`src/rtl/bss_pkg.sv`:
```
package bss_pkg;

    localparam int STAT_W   = 16;
    localparam int BIT_DPE  = 15;
    localparam int BIT_RSE  = 14;
    localparam int BIT_RMA  = 13;
    localparam int BIT_RTA  = 12;
    localparam int BIT_MDPE = 8;

    localparam logic [STAT_W-1:0] IMPL_MASK =
        (16'd1 << BIT_DPE) | (16'd1 << BIT_RSE) | (16'd1 << BIT_RMA) |
        (16'd1 << BIT_RTA) | (16'd1 << BIT_MDPE);

    typedef enum logic [2:0] {
        CPL_SC  = 3'b000,
        CPL_UR  = 3'b001,
        CPL_CRS = 3'b010,
        CPL_CA  = 3'b100
    } cpl_stat_e;

    typedef struct packed {
        logic       poisoned;
        logic       rd_cpl;
        logic       err_fatal;
        logic       err_nonfatal;
        logic       cpl_valid;
        logic       cpl_own;
        logic [2:0] cpl_status;
    } rx_evt_t;

    function automatic logic [STAT_W-1:0] lane_mask(input logic [1:0] be);
        return {{8{be[1]}}, {8{be[0]}}};
    endfunction

endpackage

```
`src/rtl/bss_event_decode.sv`:
```
module bss_event_decode
    import bss_pkg::*;
(
    input  rx_evt_t           evt,
    input  logic              perr_en,
    output logic [STAT_W-1:0] set_vec
);
    logic own_cpl;

    always_comb begin
        own_cpl  = evt.cpl_valid && evt.cpl_own;
        set_vec  = '0;
        set_vec[BIT_DPE]  = evt.poisoned;
        set_vec[BIT_RSE]  = evt.err_fatal || evt.err_nonfatal;
        set_vec[BIT_RMA]  = own_cpl && (evt.cpl_status == CPL_UR);
        set_vec[BIT_RTA]  = own_cpl && (evt.cpl_status == CPL_CA);
        set_vec[BIT_MDPE] = evt.poisoned && evt.rd_cpl && perr_en;
    end
endmodule

```
`src/rtl/bss_w1c_bit.sv`:
```
module bss_w1c_bit (
    input  logic clk,
    input  logic rst,
    input  logic set_i,
    input  logic clr_i,
    output logic q
);
    always_ff @(posedge clk) begin
        if (rst)        q <= 1'b0;
        else if (set_i) q <= 1'b1;
        else if (clr_i) q <= 1'b0;
    end
endmodule

```
`src/rtl/bridge_sec_status.sv`:
```
module bridge_sec_status
    import bss_pkg::*;
#(
    parameter int ADDR_W       = 10,
    parameter int DATA_W       = 32,
    parameter int REG_BYTE_OFS = 'h1E
) (
    input  logic              clk,
    input  logic              rst,
    input  logic              rx_poisoned,
    input  logic              rx_rd_cpl,
    input  logic              rx_err_fatal,
    input  logic              rx_err_nonfatal,
    input  logic              rx_cpl_valid,
    input  logic              rx_cpl_own,
    input  logic [2:0]        rx_cpl_status,
    input  logic              perr_resp_en,
    input  logic [ADDR_W-1:0] cfg_addr,
    input  logic [DATA_W/8-1:0] cfg_be,
    input  logic              cfg_wr,
    input  logic [DATA_W-1:0] cfg_wdata,
    input  logic              cfg_rd,
    output logic [DATA_W-1:0] cfg_rdata
);
    localparam int BYTES   = DATA_W / 8;
    localparam int DW_IDX  = REG_BYTE_OFS / BYTES;
    localparam int LANE    = REG_BYTE_OFS % BYTES;
    localparam int BIT_OFS = LANE * 8;

    rx_evt_t           evt;
    logic [STAT_W-1:0] set_vec;
    logic [STAT_W-1:0] clr_vec;
    logic [STAT_W-1:0] status_q;
    logic              hit;

    assign evt = '{poisoned:     rx_poisoned,
                   rd_cpl:       rx_rd_cpl,
                   err_fatal:    rx_err_fatal,
                   err_nonfatal: rx_err_nonfatal,
                   cpl_valid:    rx_cpl_valid,
                   cpl_own:      rx_cpl_own,
                   cpl_status:   rx_cpl_status};

    assign hit = (cfg_addr == ADDR_W'(DW_IDX));

    bss_event_decode u_dec (
        .evt     (evt),
        .perr_en (perr_resp_en),
        .set_vec (set_vec)
    );

    always_comb begin
        clr_vec = '0;
        if (cfg_wr && hit)
            clr_vec = cfg_wdata[BIT_OFS +: STAT_W] &
                      lane_mask(cfg_be[LANE +: 2]);
    end

    for (genvar i = 0; i < STAT_W; i++) begin : g_bit
        if (IMPL_MASK[i]) begin : g_sticky
            bss_w1c_bit u_bit (
                .clk   (clk),
                .rst   (rst),
                .set_i (set_vec[i]),
                .clr_i (clr_vec[i]),
                .q     (status_q[i])
            );
        end else begin : g_zero
            assign status_q[i] = 1'b0;
        end
    end

    always_comb begin
        cfg_rdata = '0;
        if (cfg_rd && hit)
            cfg_rdata[BIT_OFS +: STAT_W] = status_q;
    end
endmodule

```
`config.mk`:
```
export PLATFORM = sky130hd
export DESIGN_NAME = bridge_sec_status
export DESIGN_NICKNAME = d
export VERILOG_FILES = /design/src/rtl/bss_pkg.sv /design/src/rtl/bss_event_decode.sv /design/src/rtl/bss_w1c_bit.sv /design/src/rtl/bridge_sec_status.sv
export SDC_FILE = /design/constraint.sdc
export NUM_CORES = 1
export LEC_CHECK = 0
export ABC_AREA = 1
export ABC_CLOCK_PERIOD_IN_PS = 1400
export CAP_MARGIN = 10
export CORE_UTILIZATION = 23
export CTS_CLUSTER_SIZE = 20
export DETAILED_ROUTE_END_ITERATION = 12
export PLACE_DENSITY = 0.89
export SYNTH_ARGS = -nofsm -noshare
export SYNTH_HDL_FRONTEND = slang
export SYNTH_SLANG_ARGS = --single-unit
```
`constraint.sdc`:
```
create_clock -name clk -period 1.4 [get_ports clk]
set_clock_uncertainty 0.2 [all_clocks]
set_input_delay 0.14 -clock clk [delete_from_list [all_inputs] [get_ports clk]]
set_output_delay 0.14 -clock clk [all_outputs]
set_load 0.02 [all_outputs]
```
* Word level (Yosys, flattened, before mapping) *
Index checks and enable logic that the tools add are counted.

storage, ports and cells
  register bits = 5
  logic and storage cells = 34
  input port bits = 60
  output and inout bits = 32

operators by class
  reduce and logical (&&, ||, !) cells = 13
  bitwise operators = 1
  muxes and demuxes = 12
  eq/ne operators = 3

operator list
  operator                                                           number
  16-bit two-way mux                                                 2
  16-bit AND                                                         1
  10-bit by 3-bit == test with 1-bit output (second input constant)  1
  1-bit two-way mux                                                  10
  2-bit nonzero test                                                 5
  1-bit logical AND                                                  7
  3-bit by 1-bit == test with 1-bit output (second input constant)   1
  3-bit == test (second input constant)                              1
  1-bit logical OR                                                   1

* Longest topological paths before layout *
Gate-level depths: netlist of run 1.

  word-level depth = 5
  mapped depth = 7

* Modules after synthesis *
A second synthesis of run 1 with hierarchy kept.

second synthesis, totals
  cells, all modules = 109
  area total of the unflattened synthesis = 690.7 um^2

modules (own cells, without submodules)
  module             instances  cells an instance  area each (um^2)
  bridge_sec_status  1          61                 347.8
  bss_w1c_bit        5          5                  40.0
  bss_event_decode   1          23                 142.6

* Worst setup path after synthesis of run 1 *
Ideal clock, no wire load.

  kind = input to output
  from = input port cfg_addr[7]
  to = output port cfg_rdata[24]
  stages = 5
  required time = 1.060 ns
  arrival time = 0.874 ns
  setup slack = 0.186 ns
  buffers on the path = 0
  path through = nor2_1 > nand3_1 > nor2_4 > nand2_2 > nor2_1

between the ends
  longest elaborated chain between the ends = 3

RTL lines
  what                                       line                     RTL
  from (decl)                                bridge_sec_status.sv:18  input logic [ADDR_W-1:0] cfg_addr,
  10-bit by 3-bit == test with 1-bit output  bridge_sec_status.sv:44  assign hit = (cfg_addr == ADDR_W'(DW_IDX));
  1-bit logical AND                          bridge_sec_status.sv:75  if (cfg_rd && hit)
  16-bit two-way mux                         bridge_sec_status.sv:75
  to (decl)                                  bridge_sec_status.sv:23  output logic [DATA_W-1:0] cfg_rdata

Every way passes these cells.

* Worst setup path in the final report of run 1 *
  from = input port cfg_rd
  to = output port cfg_rdata[28]

between the ends
  longest elaborated chain between the ends = 2

RTL lines
  what                line                     RTL
  from (decl)         bridge_sec_status.sv:22  input logic cfg_rd,
  1-bit logical AND   bridge_sec_status.sv:75
  16-bit two-way mux  bridge_sec_status.sv:75

Every way passes these cells.

==> results_dict.tcl, run 1 <==
set metrics [dict create \
    status "completed" \
    die_x_microns 50.42 \
    viasPerCell 3.706 \
    grt-ovfl-total 0 \
    cts_buffers 3 \
    p_clk_share_pct 33.9 \
    grt_pass1_wl_mm 1.849 \
    cp.required_ns 1.06 \
    seqPwrFrac_pct 31.3 \
    netlist.area_leader.share_pct 37.59 \
    dieArea_sq_um 2542 \
    yosys.area_share.simple_pct 28.07 \
    worstPathCellList "clkdlybuf4s50_1 > nand2_4 > nor2_4 > buf_6" \
    cts.sinks 5 \
    ir_drop_mv 0.3679 \
    synth_top_family_by_area "buffers and inverters" \
    core_sq_um 2212 \
    placed_area_sq_um 817.0 \
    dp_hpwl_mm 1.001 \
    clock_path_buffers 2 \
    port_buffers 34 \
    grt_pass1_vias 497 \
    htreeDepth 1 \
    synthMuxAreaShare_pct 0 \
    antenna_left 0 \
    wl_per_cell_microns 8.131 \
    r2r_slack_ns 0.63 \
    p_leak_nw 0.4362 \
    powerDensity_nw_per_um2 570.1 \
    cts.clk_slew.worst_paths_ns 0.04 \
    die_height_microns 50.42 \
    fin_crit_sh_pct 97.90 \
    gp_congestion 0.6876 \
    cts_hold_buf 0 \
    antenna_found_initial 0 \
    nets 186 \
    synth_seq_cells 5 \
    totalWireLength_mm 1.244 \
    synth_compound_gate_area_share_pct 4.640 \
    insertedDiodeCount 0 \
    top_register "g_bit.g_sticky.u_bit.q" \
    syn_area_sq_um 539.3 \
    fin_area_sq_um 857.1 \
    reg_top3 "g_bit.g_sticky.u_bit.q: 5 flops" \
    tns_ns 0 \
    drt_pass1_iterations 3 \
    clock_latency_ns 0.24 \
    start_util_pct 24.38 \
    internal_power_mw 0.3264 \
    worstPathArrival_ns 1.03 \
    seq_area_frac_synth_pct 18.56 \
    fmax_mhz 729.6 \
    clockRootBuffer "clkbuf_4" \
    max_stage_delay_ns 0.51 \
    grt_max_degree 6 \
    syn_inst 87 \
    via_count 567 \
    path_max_fanout 5 \
    cp_slowest_cell "clkdlybuf4s50_1" \
    switching_power_mw 0.1622 \
    drt_iter0_markers 8 \
    drive_above_1_share_pct 20.80 \
    cts_tree "done" \
    ios 92 \
    synth_area_leaders "buf_4 38%, dfxtp_1 19%, inv_1 10%" \
    hold_class "reg -> reg" \
    setup_viol 0 \
    p_sw_share_pct 33.20 \
    path_class "in -> out" \
    drv_cap 0 \
    yosysTopAreaCell "buf_4" \
    hold_viol 0 \
    finalCriticalPeriod_ns 1.371 \
    drc 0 \
    globalRouteTotalUtil_pct 9.736 \
    report.final.slew_viol_count 0 \
    synth_area_per_cell_sq_um 6.198 \
    ys_types 11 \
    syn_to_final_growth_pct 58.93 \
    worst_setup_path_end_kind "primary output" \
    yosysWarnings 0 \
    yosys.area_share.adder_pct 0 \
    largest_register_ffs 5 \
    synth_xor_area_share_pct 0 \
    rsz0062_at_grt "false" \
    start_kind "input port" \
    combPwrFrac_pct 34.9 \
    fp-row-count 17 \
]
cell type report:
type	instances	area, sq um
Sequential cell	5	100.1
Inverter	15	56.30
Fill cell	249	1355
Multi-Input combinational cell	66	327.8
Timing Repair Buffer	35	311.5
Clock buffer	4	26.28
Tap cell	28	35.03
stage by stage:
stage	utilization [%]	setup slack, ns	hold WS, ns	instances	total power [mW]
detailed placement	36.93	-0.6918	0.2583	149	0.3317
CTS	38.91	0.001189	0.2661	153	0.4973
global route	38.74	0.004260	0.2737	153	0.5254
global placement	36.93	-0.7088	0.2522	149	0.3294
finish	38.74	0.02946	0.2581	153	0.4886
floorplan	-	0.1861	0.009066	113	0.2989
critical path, delay by kind of cell:
family                 cells  cell delay [ns]
and+or+nand+nor            2             0.26
buffers and inverters      2             0.63
cells in the mapped netlist, drive strengths merged:
cell   count
a21oi      5
buf       27
conb       1
dfxtp      5
inv       15
nand2     12
nand3      9
nand4      1
nor2      12
cell families after synthesis:
kind of cell,Yosys count
AOI/OAI and AO/OA,5
buffers and inverters,42
DFF,5
other,1
and+or+nand+nor,34
path summary, 6_finish.rpt:
check | from | end | depth (start not counted)
worst max-delay path | cfg_rd | cfg_rdata[28] | 4
worst min-delay path | g_bit[12].g_sticky.u_bit.q | g_bit[12].g_sticky.u_bit.q | 2
worst max register to register | g_bit[8].g_sticky.u_bit.q | g_bit[8].g_sticky.u_bit.q | 2
worst min register to register | g_bit[12].g_sticky.u_bit.q | g_bit[12].g_sticky.u_bit.q | 2
what timing repair did:
action                                  CTS  global route
endpoints found under the setup margin    5             5
setup buffers                             0             0
pin swaps                                 9            11
hold endpoints to repair                  0             0
gates resized for setup                  54            15
power by group through the flow:
stage | registers, mW | clock network, mW | logic (mW)
after floorplan | 0.155 | 0 | 0.144
after global placement | 0.155 | 0 | 0.174
after detailed placement | 0.155 | 0 | 0.176
after CTS | 0.153 | 0.172 | 0.172
after global routing | 0.153 | 0.188 | 0.184
final | 0.153 | 0.165 | 0.170
cells in the final DEF, fill, tap and decap left out:
cell type	instances
a21oi_1	5
buf_2	1
buf_4	1
buf_6	5
clkbuf_1	1
clkbuf_2	7
clkbuf_4	3
clkdlybuf4s50_1	19
conb_1	27
dfxtp_1	5
dlygate4sd2_1	2
inv_1	15
nand2_1	11
nand2_4	1
nand3_1	8
nand3_2	1
nand4_1	1
nor2_1	5
nor2_2	1
nor2_4	6
metal layers:
metal | track usage, % | part of all wire (%) | vias up
li1 | - | - | 282
met1 | 8.123 | 35 | 247
met2 | 19.56 | 53 | 38
met3 | 3.030 | 12 | 0
met4 | 5.556 | 0 | 0
met5 | 0 | 0 | -
No activity file was read; power rests on OpenSTA's default activity.
==> inputs of run 2 (changes only) <==
Settings changed: SETUP_SLACK_MARGIN set to 0.02, SLEW_MARGIN set to 30.
==> run 2 against run 1 <==
Compared with the run above: combinational power hardly changed; cell count unchanged; fmax rose by 3.1%; highest routed layer unchanged; critical path type unchanged; global-route usage unchanged.
==> results_dict.tcl, run 2 (synthesis results as in run 1) <==
set metrics [dict create \
    status "completed" \
    syn_to_final_growth_pct 59.40 \
    dp_slack_ns -0.6918 \
    grt_max_degree 6 \
    start_util_pct 24.38 \
    rsz0062_at_grt "false" \
    fin_crit_sh_pct 95.00 \
    gp_congestion 0.6876 \
    grt-ovfl-total 0 \
    holdWs_ns 0.2581 \
    cts_buffers 3 \
    ios 92 \
    ir_drop_mv 0.3679 \
    cts_hold_buf 0 \
    stdcell_count 153 \
    drc 0 \
    clock_latency_ns 0.24 \
    fmax_mhz 751.9 \
    drt_iter0_markers 8 \
    setup_viol 0 \
    start_kind "input port" \
    report.final.slew_viol_count 0 \
    p_leak_nw 0.4449 \
    clock_path_buffers 2 \
    cts.clk_slew.worst_paths_ns 0.04 \
    clockRootBuffer "clkbuf_4" \
    final_util_pct 38.86 \
    htreeDepth 1 \
    cp.required_ns 1.06 \
    nets 186 \
    wl_per_cell_microns 8.157 \
    setup_slack_ns 0.07004 \
    top_register "g_bit.g_sticky.u_bit.q" \
    powerDensity_nw_per_um2 568.0 \
    worstPathArrival_ns 0.99 \
    reg_top3 "g_bit.g_sticky.u_bit.q: 5 flops" \
    grt_pass1_wl_mm 1.849 \
    totalWireLength_mm 1.248 \
    placed_cells 149 \
    drv_cap 0 \
    worst_path_dominant_cell_family "simple AND/OR/NAND/NOR gates" \
    port_buffers 34 \
    path_max_fanout 5 \
    crit_buf_inv 2 \
    insertedDiodeCount 0 \
    worstPathCellList "dlygate4sd2_1 > nand3_2 > nor2_4 > nand2_4 > nor2_4 > buf_6" \
    grt_pass1_vias 497 \
    mostFrequentLayoutCells "27 x conb_1, 18 x clkdlybuf4s50_1, 15 x inv_1" \
    cts_tree "done" \
    via_count 567 \
    drt_pass1_iterations 3 \
    hold_class "reg -> reg" \
    core_sq_um 2212 \
    path_class "in -> out" \
    cts.sinks 5 \
    dieArea_sq_um 2542 \
    viasPerCell 3.706 \
    globalRouteTotalUtil_pct 9.736 \
    worst_setup_path_end_kind "primary output" \
    hold_viol 0 \
    path_common_cell "nor2_4" \
    die_height_microns 50.42 \
    fp-row-count 17 \
    dp_hpwl_mm 1.001 \
    final_common_cell "conb_1" \
    antenna_left 0 \
    finalCriticalPeriod_ns 1.330 \
    max_stage_delay_ns 0.21 \
    drive_above_1_share_pct 20.80 \
    antenna_found_initial 0 \
    die_x_microns 50.42 \
    cp_slowest_cell "dlygate4sd2_1" \
    largest_register_ffs 5 \
]
## run 2: final timing paths
check        slack (ns)                          to  cells after the start                  startpoint
max                0.07               cfg_rdata[28]                      6                 cfg_addr[1]
min                0.26  g_bit[12].g_sticky.u_bit.q                      2  g_bit[12].g_sticky.u_bit.q
max reg2reg        0.63   g_bit[8].g_sticky.u_bit.q                      2   g_bit[8].g_sticky.u_bit.q
min reg2reg        0.26  g_bit[12].g_sticky.u_bit.q                      2  g_bit[12].g_sticky.u_bit.q
## run 2: worst register-to-register path, stage by stage (launching register included)
cell and delay, ns:
dfxtp_1 0.32, nand2_1 0.07, a21oi_1 0.11
## run 2: routing by layer
layer,wire length (microns),global-route usage (%),up-vias
met1,443,8.123,247
met5,0,0,-
met4,0,5.556,0
li1,-,-,282
met2,666,19.56,38
met3,139,3.030,0
## run 2: area by class of cell
cell class,instances,area [sq um]
well taps,28,35.03
fillers,248,1353
flip-flops and latches,5,100.1
repair buffers,35,314.1
multi-input cells,66,327.8
clock buffers,4,26.28
inverters,15,56.30
## run 2: metrics by stage
stage	TNS (ns)	cell area, sq um	power, mW
6_report	0	859.6	0.4883
5_1_grt	0	859.6	0.5251
4_1_cts	0	850.8	0.4958
3_5_place_dp	-4.233	817.0	0.3317
3_3_place_gp	-4.150	817.0	0.3294
2_1_floorplan	0	636.9	0.2989
## run 2: report_power, final
part | total [mW] | switching [mW] | internal, mW
clock network | 0.165 | 0.0578 | 0.108
logic | 0.170 | 0.102 | 0.0685
registers | 0.153 | 0.00295 | 0.150
## run 2: timing repair
action	CTS	global route
buffers inserted	0	0
pin swaps	9	11
resized for setup	57	14
setup endpoints to repair	5	5
==> inputs of run 3 (changes only) <==
Settings changed: ABC_CLOCK_PERIOD_IN_PS 1400 to 1100, CORE_UTILIZATION 23 to 19, CTS_CLUSTER_SIZE 20 to 25, PLACE_DENSITY 0.89 to 0.79.
Clock period 1.4 ns to 1.1 ns, I/O delays scaled along.
==> run 3 against run 2 <==
Compared with the run above: highest routed layer is now met4; global-route usage fell by 1.4 points; register-to-register slack got worse by 0.31 ns; largest power group unchanged; flip-flop and latch count did not move; setup slack got worse by 0.18 ns; utilization fell by 3.2 points; first-iteration DRC count fell by 63%; cell area rose by 6.6%; the flow now finishes with violations (negative setup slack); clock-buffer cell count did not move; combinational power rose by 39%; non-clock buffer count rose by 1; wire length rose by 6.7%.
==> results_dict.tcl, run 3 (synthesis results as in run 1) <==
set metrics [dict create \
    dieArea_sq_um 3055 \
    regArea_sq_um 100.1 \
    grt_pass1_wl_mm 2.042 \
    fin_area_sq_um 915.9 \
    worstHoldStart "g_bit[14].g_sticky.u_bit.q" \
    critPathLaunch "cfg_addr[9]" \
    stdcell_count 156 \
    r2r-start "g_bit[8].g_sticky.u_bit.q" \
    clockRootBuffer "clkbuf_4" \
    reg2regPathDepth 2 \
    die_x_microns 55.28 \
    cts_hold_buf 0 \
    placed_cells 150 \
    dp_slack_ns -1.025 \
    wl_per_cell_microns 8.538 \
    cts.sinks 5 \
    worstPathCellList "buf_6 > nor2_4 > nand3_2 > nor2_4 > nand2_4 > nor2_2 > buf_6" \
    top_register "g_bit.g_sticky.u_bit.q" \
    setup_slack_ns -0.1084 \
    final_common_cell "conb_1" \
    cts_buffers 3 \
    htreeDepth 1 \
    cp.required_ns 0.79 \
    insertedDiodeCount 0 \
    ios 92 \
    p_leak_nw 0.4524 \
    report.final.slew_viol_count 0 \
    drt_iter0_markers 3 \
    grt_pass1_vias 528 \
    drc 0 \
    cp_slowest_cell "nor2_4" \
    holdWs_ns 0.2607 \
    viasPerCell 3.686 \
    clock_path_buffers 2 \
    via_count 575 \
    dp_hpwl_mm 1.074 \
    totalWireLength_mm 1.332 \
    gp_congestion 0.6855 \
    fmax_mhz 827.5 \
    start_util_pct 21.00 \
    power.total_mw 0.6432 \
    cts.clk_slew.worst_paths_ns 0.04 \
    tns_ns -0.4995 \
    worst_setup_path_end_kind "primary output" \
    mostFrequentLayoutCells "27 x conb_1, 17 x clkdlybuf4s50_1, 14 x inv_1" \
    setup_viol 5 \
    rsz0062_at_grt "true" \
    max_stage_delay_ns 0.13 \
    powerDensity_nw_per_um2 702.2 \
    die_height_microns 55.28 \
    fp-row-count 18 \
    hold_viol 0 \
    final_util_pct 35.67 \
    drv_cap 0 \
    ir_drop_mv 0.3325 \
    globalRouteTotalUtil_pct 8.313 \
    hold_class "reg -> reg" \
    reg_top3 "g_bit.g_sticky.u_bit.q: 5 flops" \
    largest_register_ffs 5 \
    multiInputGateArea_sq_um 350.3 \
    fin_crit_sh_pct 109.9 \
    cts_tree "done" \
    num-fill-cells 294 \
    placed_area_sq_um 812.0 \
    antenna_left 0 \
    path_max_fanout 5 \
    path_class "in -> out" \
    violations "negative setup slack" \
    drt_pass1_iterations 3 \
    start_kind "input port" \
    holdPathStages 2 \
    antenna_found_initial 0 \
    grt_max_degree 6 \
    status "complete, but fails checks" \
    nets 187 \
    drive_above_1_share_pct 26.19 \
    worstPathArrival_ns 0.90 \
    syn_to_final_growth_pct 69.84 \
    port_buffers 34 \
    core_sq_um 2567 \
    finalCriticalPeriod_ns 1.208 \
    grt-ovfl-total 0 \
    clock_latency_ns 0.24 \
]
[run 3: cell count changes in the layout (fill, tap and decap cells not counted), moves of 2 or more]
cell | before | now
nor2_4 | 6 | 8
clkbuf_2 | 5 | 1
buf_6 | 5 | 10
nor2_1 | 5 | 2
[run 3: worst max-delay path, delay by kind of cell]
kind | cells | cell delay (ns)
and+or+nand+nor | 5 | 0.57
buffers and inverters | 2 | 0.21
[run 3: layout make-up]
cell class	count	area share (%)
inverter	15	6.148
timing repair buffer	36	37.70
multi-input combinational	66	38.25
clock buffer	4	2.869
tap	30	4.098
sequential	5	10.93
[run 3: worst paths after layout]
kind	slack, ns	endpoint
setup / recovery	-0.11	cfg_rdata[29]
hold / removal	0.26	g_bit[14].g_sticky.u_bit.q
setup reg to reg	0.32	g_bit[8].g_sticky.u_bit.q
hold reg to reg	0.26	g_bit[14].g_sticky.u_bit.q
[run 3: power by group]
part / internal [mW] / total (mW) / switching (mW) / leakage [nW]
clock: 0.137 / 0.212 / 0.0753 / 0.0150
sequential: 0.191 / 0.195 / 0.00408 / 0.0412
combinational: 0.0992 / 0.236 / 0.137 / 0.396
[run 3: repair_timing]
item,4_1_cts,5_1_grt
buffers inserted,1,1
resized for setup,74,12
hold endpoints to repair,0,0
pin swaps,9,6
setup endpoints to repair,10,5
[run 3: per-layer routing]
| layer | track usage [%] | share of wire, % | vias to the layer above |
|---|---|---|---|
| met2 | 15.32 | 55 | 38 |
| met3 | 3.044 | 11 | 2 |
| met4 | 4.286 | 0.98 | 0 |
| met1 | 7.989 | 33 | 251 |
| li1 | - | - | 284 |
| met5 | 0 | 0 | - |
